[src/rtl/ptx_pkg.sv]
package ptx_pkg;

  typedef enum logic [2:0] {
    PH_IDLE   = 3'd0,
    PH_SETUP  = 3'd1,
    PH_STROBE = 3'd2,
    PH_HOLD   = 3'd3,
    PH_WAIT   = 3'd4
  } ptx_phase_e;

  function automatic int unsigned ptx_max4(input int unsigned a, input int unsigned b,
                                           input int unsigned c, input int unsigned d);
    int unsigned m;
    m = a;
    if (b > m) m = b;
    if (c > m) m = c;
    if (d > m) m = d;
    return m;
  endfunction

endpackage

[src/rtl/ptx_sync.sv]
module ptx_sync #(
  parameter int          W       = 1,
  parameter int          STAGES  = 2,
  parameter logic [W-1:0] RST_VAL = '0
) (
  input  logic         clk,
  input  logic         rst_n,
  input  logic [W-1:0] d,
  output logic [W-1:0] q
);

  logic [W-1:0] stg [STAGES];

  always_ff @(posedge clk or negedge rst_n) begin
    if (!rst_n) begin
      for (int i = 0; i < STAGES; i++) stg[i] <= RST_VAL;
    end else begin
      stg[0] <= d;
      for (int i = 1; i < STAGES; i++) stg[i] <= stg[i-1];
    end
  end

  assign q = stg[STAGES-1];

endmodule

[src/rtl/ptx_rise.sv]
module ptx_rise #(
  parameter logic RST_VAL = 1'b1
) (
  input  logic clk,
  input  logic rst_n,
  input  logic d,
  output logic rise
);

  logic last_q;

  always_ff @(posedge clk or negedge rst_n) begin
    if (!rst_n) last_q <= RST_VAL;
    else        last_q <= d;
  end

  assign rise = d & ~last_q;

endmodule

[src/rtl/ptx_ctrl.sv]
module ptx_ctrl
  import ptx_pkg::*;
#(
  parameter int DW          = 8,
  parameter int SETUP_CYC   = 50,
  parameter int STROBE_CYC  = 100,
  parameter int HOLD_CYC    = 50,
  parameter int TIMEOUT_CYC = 2000
) (
  input  logic          clk,
  input  logic          rst_n,
  input  logic          in_valid,
  input  logic [DW-1:0] in_data,
  output logic          in_ready,
  input  logic          busy_s,
  input  logic          ack_rise,
  output logic [DW-1:0] pd,
  output logic          stb_n,
  output logic          timeout
);

  localparam int unsigned MAXC = ptx_max4(SETUP_CYC, STROBE_CYC, HOLD_CYC, TIMEOUT_CYC);
  localparam int          CW   = $clog2(MAXC + 1);
  localparam logic [CW-1:0] LD_SETUP  = CW'(SETUP_CYC - 1);
  localparam logic [CW-1:0] LD_STROBE = CW'(STROBE_CYC - 1);
  localparam logic [CW-1:0] LD_HOLD   = CW'(HOLD_CYC - 1);
  localparam logic [CW-1:0] LD_WAIT   = CW'(TIMEOUT_CYC - 1);

  ptx_phase_e    ph_q, ph_d;
  logic [CW-1:0] cnt_q, cnt_d;
  logic [DW-1:0] pd_q, pd_d;
  logic          seen_q, seen_d;
  logic          err_q, err_d;
  logic          cnt_zero;
  logic          take;

  assign cnt_zero = (cnt_q == '0);
  assign take     = in_valid && (ph_q == PH_IDLE);

  always_comb begin
    ph_d   = ph_q;
    cnt_d  = cnt_q;
    pd_d   = pd_q;
    seen_d = seen_q;
    err_d  = err_q;
    unique case (ph_q)
      PH_IDLE: begin
        if (take) begin
          ph_d   = PH_SETUP;
          cnt_d  = LD_SETUP;
          pd_d   = in_data;
          seen_d = 1'b0;
        end
      end
      PH_SETUP: begin
        if (!cnt_zero) begin
          cnt_d = cnt_q - 1'b1;
        end else if (!busy_s) begin
          ph_d  = PH_STROBE;
          cnt_d = LD_STROBE;
        end
      end
      PH_STROBE: begin
        if (ack_rise) seen_d = 1'b1;
        if (!cnt_zero) begin
          cnt_d = cnt_q - 1'b1;
        end else begin
          ph_d  = PH_HOLD;
          cnt_d = LD_HOLD;
        end
      end
      PH_HOLD: begin
        if (ack_rise) seen_d = 1'b1;
        if (!cnt_zero) begin
          cnt_d = cnt_q - 1'b1;
        end else begin
          ph_d  = PH_WAIT;
          cnt_d = LD_WAIT;
        end
      end
      PH_WAIT: begin
        if (ack_rise || seen_q) begin
          ph_d = PH_IDLE;
        end else if (cnt_zero) begin
          ph_d  = PH_IDLE;
          err_d = 1'b1;
        end else begin
          cnt_d = cnt_q - 1'b1;
        end
      end
      default: ph_d = PH_IDLE;
    endcase
  end

  always_ff @(posedge clk or negedge rst_n) begin
    if (!rst_n) begin
      ph_q   <= PH_IDLE;
      cnt_q  <= '0;
      pd_q   <= '0;
      seen_q <= 1'b0;
      err_q  <= 1'b0;
    end else begin
      ph_q   <= ph_d;
      cnt_q  <= cnt_d;
      pd_q   <= pd_d;
      seen_q <= seen_d;
      err_q  <= err_d;
    end
  end

  assign in_ready = (ph_q == PH_IDLE);
  assign stb_n    = (ph_q != PH_STROBE);
  assign pd       = pd_q;
  assign timeout  = err_q;

endmodule

[src/rtl/par_byte_sender.sv]
module par_byte_sender #(
  parameter int DW          = 8,
  parameter int SYNC_STAGES = 2,
  parameter int SETUP_CYC   = 50,
  parameter int STROBE_CYC  = 100,
  parameter int HOLD_CYC    = 50,
  parameter int TIMEOUT_CYC = 2000
) (
  input  logic          clk,
  input  logic          rst_n,
  input  logic          in_valid,
  output logic          in_ready,
  input  logic [DW-1:0] in_data,
  output logic [DW-1:0] pd_o,
  output logic          stb_n_o,
  input  logic          busy_i,
  input  logic          ack_n_i,
  output logic          ack_timeout_o
);

  logic busy_sync;
  logic ack_sync;
  logic ack_rise;

  ptx_sync #(.W(1), .STAGES(SYNC_STAGES), .RST_VAL(1'b0)) i_busy_sync (
    .clk(clk), .rst_n(rst_n), .d(busy_i), .q(busy_sync)
  );

  ptx_sync #(.W(1), .STAGES(SYNC_STAGES), .RST_VAL(1'b1)) i_ack_sync (
    .clk(clk), .rst_n(rst_n), .d(ack_n_i), .q(ack_sync)
  );

  ptx_rise #(.RST_VAL(1'b1)) i_ack_rise (
    .clk(clk), .rst_n(rst_n), .d(ack_sync), .rise(ack_rise)
  );

  ptx_ctrl #(
    .DW(DW), .SETUP_CYC(SETUP_CYC), .STROBE_CYC(STROBE_CYC),
    .HOLD_CYC(HOLD_CYC), .TIMEOUT_CYC(TIMEOUT_CYC)
  ) i_ctrl (
    .clk(clk), .rst_n(rst_n),
    .in_valid(in_valid), .in_data(in_data), .in_ready(in_ready),
    .busy_s(busy_sync), .ack_rise(ack_rise),
    .pd(pd_o), .stb_n(stb_n_o), .timeout(ack_timeout_o)
  );

endmodule

[config.mk]
export PLATFORM = sky130hd
export DESIGN_NAME = par_byte_sender
export DESIGN_NICKNAME = d
export VERILOG_FILES = /design/src/rtl/ptx_pkg.sv /design/src/rtl/ptx_sync.sv /design/src/rtl/ptx_rise.sv /design/src/rtl/ptx_ctrl.sv /design/src/rtl/par_byte_sender.sv
export SDC_FILE = /design/constraint.sdc
export NUM_CORES = 1
export LEC_CHECK = 0
export ABC_AREA = 1
export BUFFER_PORTS_ARGS = -buffer_cell sky130_fd_sc_hd__buf_2
export CORE_MARGIN = 3
export CORE_UTILIZATION = 56
export CTS_BUF_LIST = sky130_fd_sc_hd__clkbuf_16
export DETAILED_ROUTE_END_ITERATION = 16
export HOLD_SLACK_MARGIN = 0.06
export PLACE_DENSITY = 0.88
export SYNTH_ARGS = -nofsm -noshare
export SYNTH_HDL_FRONTEND = slang
export SYNTH_SLANG_ARGS = --single-unit
[constraint.sdc]
create_clock -name clk -period 2.4 [get_ports clk]
set_input_delay 0.12 -clock clk [delete_from_list [all_inputs] [get_ports clk]]
set_output_delay 0.12 -clock clk [all_outputs]
set_load 0.03 [all_outputs]
# Word level (Yosys, flattened, before mapping)
# Cells that the tools add are included.
[word_totals]
reg_bits = 29
in_bits = 13
[classes]
addsub = 1
n_eq_ne = 15
n_mux = 19
bitwise = 3
n_reduce_logical = 12
[ops]
columns = ["cell", "n"]
rows = [
  ["$mux 11", 7],
  ["$pmux 11 s5", 1],
  ["$mux 3", 7],
  ["$pmux 3 s5", 1],
  ["$logic_not 11->1", 1],
  ["$sub 11x1->11 const B", 1],
  ["$ne 2x1->1 const B", 5],
  ["$eq 3x2->1 const B", 2],
  ["$ne 2x2->1 const B", 3],
  ["$reduce_and 3->1", 2],
  ["$reduce_and 6->1", 1],
  ["$reduce_and 5->1", 1],
  ["$reduce_bool 5->1", 1],
  ["$eq 3x1->1 const B", 1],
  ["$eq 3x3->1 const B", 1],
  ["$logic_not 3->1", 1],
  ["$ne 3x1->1 const B", 1],
  ["$ne 3x2->1 const B", 1],
  ["$ne 3x3->1 const B", 1],
  ["$mux 1", 2],
  ["$not 1->1", 2],
  ["$pmux 1 s2", 1],
  ["$reduce_and 2->1", 1],
  ["$reduce_bool 2->1", 1],
  ["4 further kinds", 4],
]

# Depth between registers and ports, before layout
[depth]
depth_word = 5
mapped_depth = 12
ltp_nobuf = 12

# Modules after synthesis
# From an unflattened synthesis, not the netlist that was laid out.
[unflattened]
cells_unflattened = 234
area_unflattened_um2 = 1690.4
[modules_own_cells]
columns = ["module", "instances", "cells_per_inst", "area_per_inst_um2", "seq_area_each_um2"]
rows = [
  ["ptx_ctrl", 1, 227, 1551.5, 600.6],
  ["ptx_sync at i_ack_sync", 1, 2, 52.6, 52.6],
  ["ptx_sync at i_busy_sync", 1, 2, 50.0, 50.0],
  ["ptx_rise", 1, 3, 36.3, 26.3],
]

# Worst setup path after synthesis
# OpenSTA, ideal clock, no wires.
[synth_path]
path_type = "flip-flop to flip-flop"
startpoint = "reg i_ctrl.cnt_q[0]"
endpoint = "reg i_ctrl.cnt_q[10]"
setup_ns = 0.116
arrival_ns = 1.527
required_time_ns = 2.284
slack_ns = 0.756
path_stages_with_launch = 13
path_buffers = 1
synth_period_minus_slack_ns = 1.644
cell_sequence = "dfrtp_1 inv_1 ha_1 inv_1 nor2_1 nand2_2 nor2_4 nor2_1 o21ai_2 inv_2 buf_6 nand2_1 nand2_1"
[synth_between]
elab_chain_len = 4
word_cells_on_any_way = 11
[synth_rtl]
columns = ["element", "line_no", "source"]
rows = [
  ["start, declared", "ptx_ctrl.sv:30", "logic [CW-1:0] cnt_q, cnt_d;"],
  ["start signal, assigned", "ptx_ctrl.sv:104", "cnt_q <= cnt_d;"],
  ["$sub 11x1->11", "--", ""],
  ["$mux 11", "ptx_ctrl.sv:84", "end else if (cnt_zero) begin"],
  ["$mux 11", "ptx_ctrl.sv:82", "if (ack_rise || seen_q) begin"],
  ["$pmux 11 s5", "ptx_ctrl.sv:46", "unique case (ph_q)"],
]
# Parallel ways exist; a longest one is shown, timed or not. The select of a mux whose other input is x is not followed.
# A chain may end at the register's enable or synchronous reset.

# Worst setup path in the final report
[layout_path]
startpoint = "reg i_ctrl.cnt_q[0]"
endpoint = "reg i_ctrl.cnt_q[5]"
# The elaborated chain is that of the path after synthesis.

==> flow_metrics.py <==
metrics = {
    "clock_tree": {
        "htree_levels": 2,
        "cts_tree": "built",
        "cts.path.max_buffers": 2,
        "clkLatencyLatePin_ns": 0.27,
        "cts_buffers": 5,
        "post_cts_buffers": 0,
        "clkTransAtPathRegs_ns": 0.05,
        "cts_sinks": 29,
        "root_buffer": "clkbuf_16",
    },
    "pwr": {
        "p_sw_frac": 0.451,
        "seqPwrFrac": 0.284,
        "ir_worst_vdd_mv": 1.15,
        "p_leak_nw": 1.16,
        "power_frac_comb": 0.471,
        "netSwitchingPower_mw": 1.26,
        "p_per_area_mw_per_mm2": 1370,
        "clkPwrFrac": 0.246,
        "total_power_mw": 2.79,
        "intPower_mw": 1.53,
    },
    "critical_path": {
        "arrival_ns": 2.07,
        "setup.worst_path.start_class": "register",
        "cp.required_ns": 2.56,
        "setup.worst_path.end_class": "register",
        "crit_fanout": 12,
        "path_class": "reg2reg",
    },
    "placement": {
        "portBuffers": 23,
        "place_hpwl_um": 2490,
        "gp_congestion": 0.920,
        "dp.cells": 278,
    },
    "floorplan": {
        "rows": 19,
        "die_h_um": 60.1,
        "start_util": 0.590,
        "ios": 24,
        "die_area_sq_mm": 0.00361,
        "dieWidth_um": 60.1,
        "core_sq_mm": 0.00278,
    },
    "finish": {
        "syn2layout_area_growth_pct": 24.3,
        "fillerInstances": 188,
        "antenna_cells": 0,
        "drive_gt1_frac": 0.178,
        "finalNonFillerCells": 295,
        "nets": 278,
    },
    "synthesis": {
        "synth_fa_ha_area_frac": 0.0153,
        "synth_top_family_by_area": "simple AND/OR/NAND/NOR gates",
        "netlist_instances": 225,
        "avgSynthCellArea_sq_um": 7.29,
        "yosys_warnings": 0,
        "synth_edf_count": 0,
        "synthArstFlopShare": 1.00,
        "yosys.area_share.simple": 0.385,
        "ys_ff_latch": 29,
        "syn-num-nets": 240,
        "synth_compound_area_frac": 0.0542,
        "ys.flop_type": "dfrtp_1",
        "syn_area_sq_mm": 0.00164,
        "muxShareOfSynthArea": 0,
        "seq_area_frac_synth": 0.445,
        "synth-xor-area-share": 0.0320,
        "yosysUniqueCellTypes": 23,
    },
    "timing": {
        "period_needed_ns": 1.92,
        "hold_viol": 0,
        "hold_slack_ns": 0.0678,
        "fmax_ghz": 0.522,
        "tightest_slew_ns": 0.621,
        "setup_viol": 0,
        "setup_tns_ns": 0,
        "finalCritPeriodShare": 0.798,
        "max-slew-margin-rel": 0.586,
        "report.final.slew_viol_count": 0,
        "rsz0062_at_grt": "false",
        "fin_skew_ns": 0.00482,
    },
    "drt": {
        "ant_nets": 0,
        "via_per_inst": 5.24,
        "remaining_drc_errors": 0,
        "routedWlPerCell_um": 13.2,
        "vias": 1545,
        "firstDrtPassIters": 4,
        "detail_route.iter0.violations": 115,
        "routed_wl_um": 3900,
    },
    "run_status": {
        "status": "complete, no violations",
    },
    "global_route": {
        "grt_overflow": 0,
        "groute.usage.overall": 0.256,
        "grt_first_pass_wirelength_um": 6840,
        "antenna_found_initial": 0,
        "grt_max_degree": 30,
        "grt_pass1_vias": 1490,
    },
    "worst_hold_path": {
        "min_path_type": "in2reg",
    },
    "run": {
        "drv_cap": 0,
    },
}
## flip-flops by register name, summed over array words and instances, names as in the netlist
signal,count
i_ack_sync.stg,1
i_ctrl.cnt_q,11
i_ctrl.timeout,1
i_ctrl.ph_q,3
i_ack_sync.q,1
i_ack_rise.last_q,1
i_ctrl.seen_q,1
i_ctrl.pd,8
i_busy_sync.stg,1
i_busy_sync.q,1
## logic make-up after synthesis
family                   after synthesis
adder cells (fa/ha/maj)                2
AO/OA/AOI/OAI                         14
flip-flops                            29
buffers and inverters                 27
XOR/XNOR                               6
AND/OR/NAND/NOR                      147
## synthesized netlist by cell type (2+ instances only)
master	instances	share of area
dfstp_2	3	0.048
inv_2	4	0.0092
nor2_4	4	0.027
ha_1	2	0.015
nand4_1	5	0.019
inv_1	21	0.048
o21ai_2	2	0.011
o21ai_1	2	0.0061
nand2_1	105	0.24
nand3_1	15	0.046
dfrtp_1	26	0.40
xor2_1	6	0.032
nor2_1	15	0.034
o21ai_0	6	0.018
## stage by stage
step           area, sq um  setup WS (ns)  utilization
3_5_place_dp          1780          0.550        0.641
4_1_cts               2040          0.492        0.733
3_3_place_gp          1780          0.607        0.641
5_1_grt               2040          0.277        0.733
6_report              2040          0.484        0.733
2_1_floorplan         1640          0.756            -
## area by class of cell
type | count | area, sq um | area share
clock buffers | 5 | 125 | 0.0613
clock inverters | 3 | 41.3 | 0.0202
inverters | 25 | 93.8 | 0.0460
multi-input cells | 169 | 798 | 0.391
flip-flops and latches | 29 | 729 | 0.358
well taps | 31 | 38.8 | 0.0190
repair buffers | 33 | 213 | 0.104
## timing repair
item                                   4_1_cts  5_1_grt
endpoints found under the hold margin       34        0
hold buffers                                 9        0
resized for setup                            0        0
## critical path: stages (launching register included)
cell and delay, ns:
dfrtp_1 0.40, inv_1 0.12, ha_1 0.18, inv_1 0.04, nor2_1 0.14, nand2_2 0.11, nor2_4 0.17, nor2_1 0.07
o21ai_2 0.10, buf_4 0.19, inv_2 0.12, nand2_1 0.10, nand2_1 0.05
## routing by layer
metal,wire [um],GRT usage
met4,48,0.0791
met1,1670,0.320
met2,1990,0.446
met5,0,0
met3,200,0.0454
## final timing paths
check / start / to / slack [ns] / cells after the start
min: in_data[4] / i_ctrl.pd[4] / 0.07 / 3
max: i_ctrl.cnt_q[0] / i_ctrl.cnt_q[5] / 0.48 / 12
max in group asynchronous: rst_n / i_ctrl.ph_q[2] / 1.59 / 2
min in group asynchronous: rst_n / i_ctrl.cnt_q[10] / 0.41 / 2
max reg2reg: i_ctrl.cnt_q[0] / i_ctrl.cnt_q[5] / 0.48 / 12
min reg2reg: i_busy_sync.stg[1] / i_busy_sync.q / 0.35 / 0
## power by group through the flow
stage / combinational (mW) / clock (mW) / sequential, mW
final: 1.32 / 0.686 / 0.792
after global routing: 1.50 / 0.718 / 0.811
after CTS: 1.30 / 0.691 / 0.784
after detailed placement: 1.26 / 0 / 0.785
after global placement: 1.23 / 0 / 0.784
after floorplan: 0.865 / 0 / 0.894
## layout by cell type (no fill, tap or decap), drive strengths merged
cell type,synthesis,layout
clkbuf,0,5
dfrtp,26,26
nand2,106,106
buf,2,24
dfstp,3,3
ha,2,2
bufinv,0,1
inv,25,25
clkinv,0,1
clkinvlp,0,1
a21boi,1,1
dlygate4sd3,0,9
o32ai,1,1
o21ai,10,10
a21o,1,1
xor2,6,6
nor2,20,20
o21bai,1,1
nand4,5,5
nand3,16,16
Power figures use the tool's default switching activity.
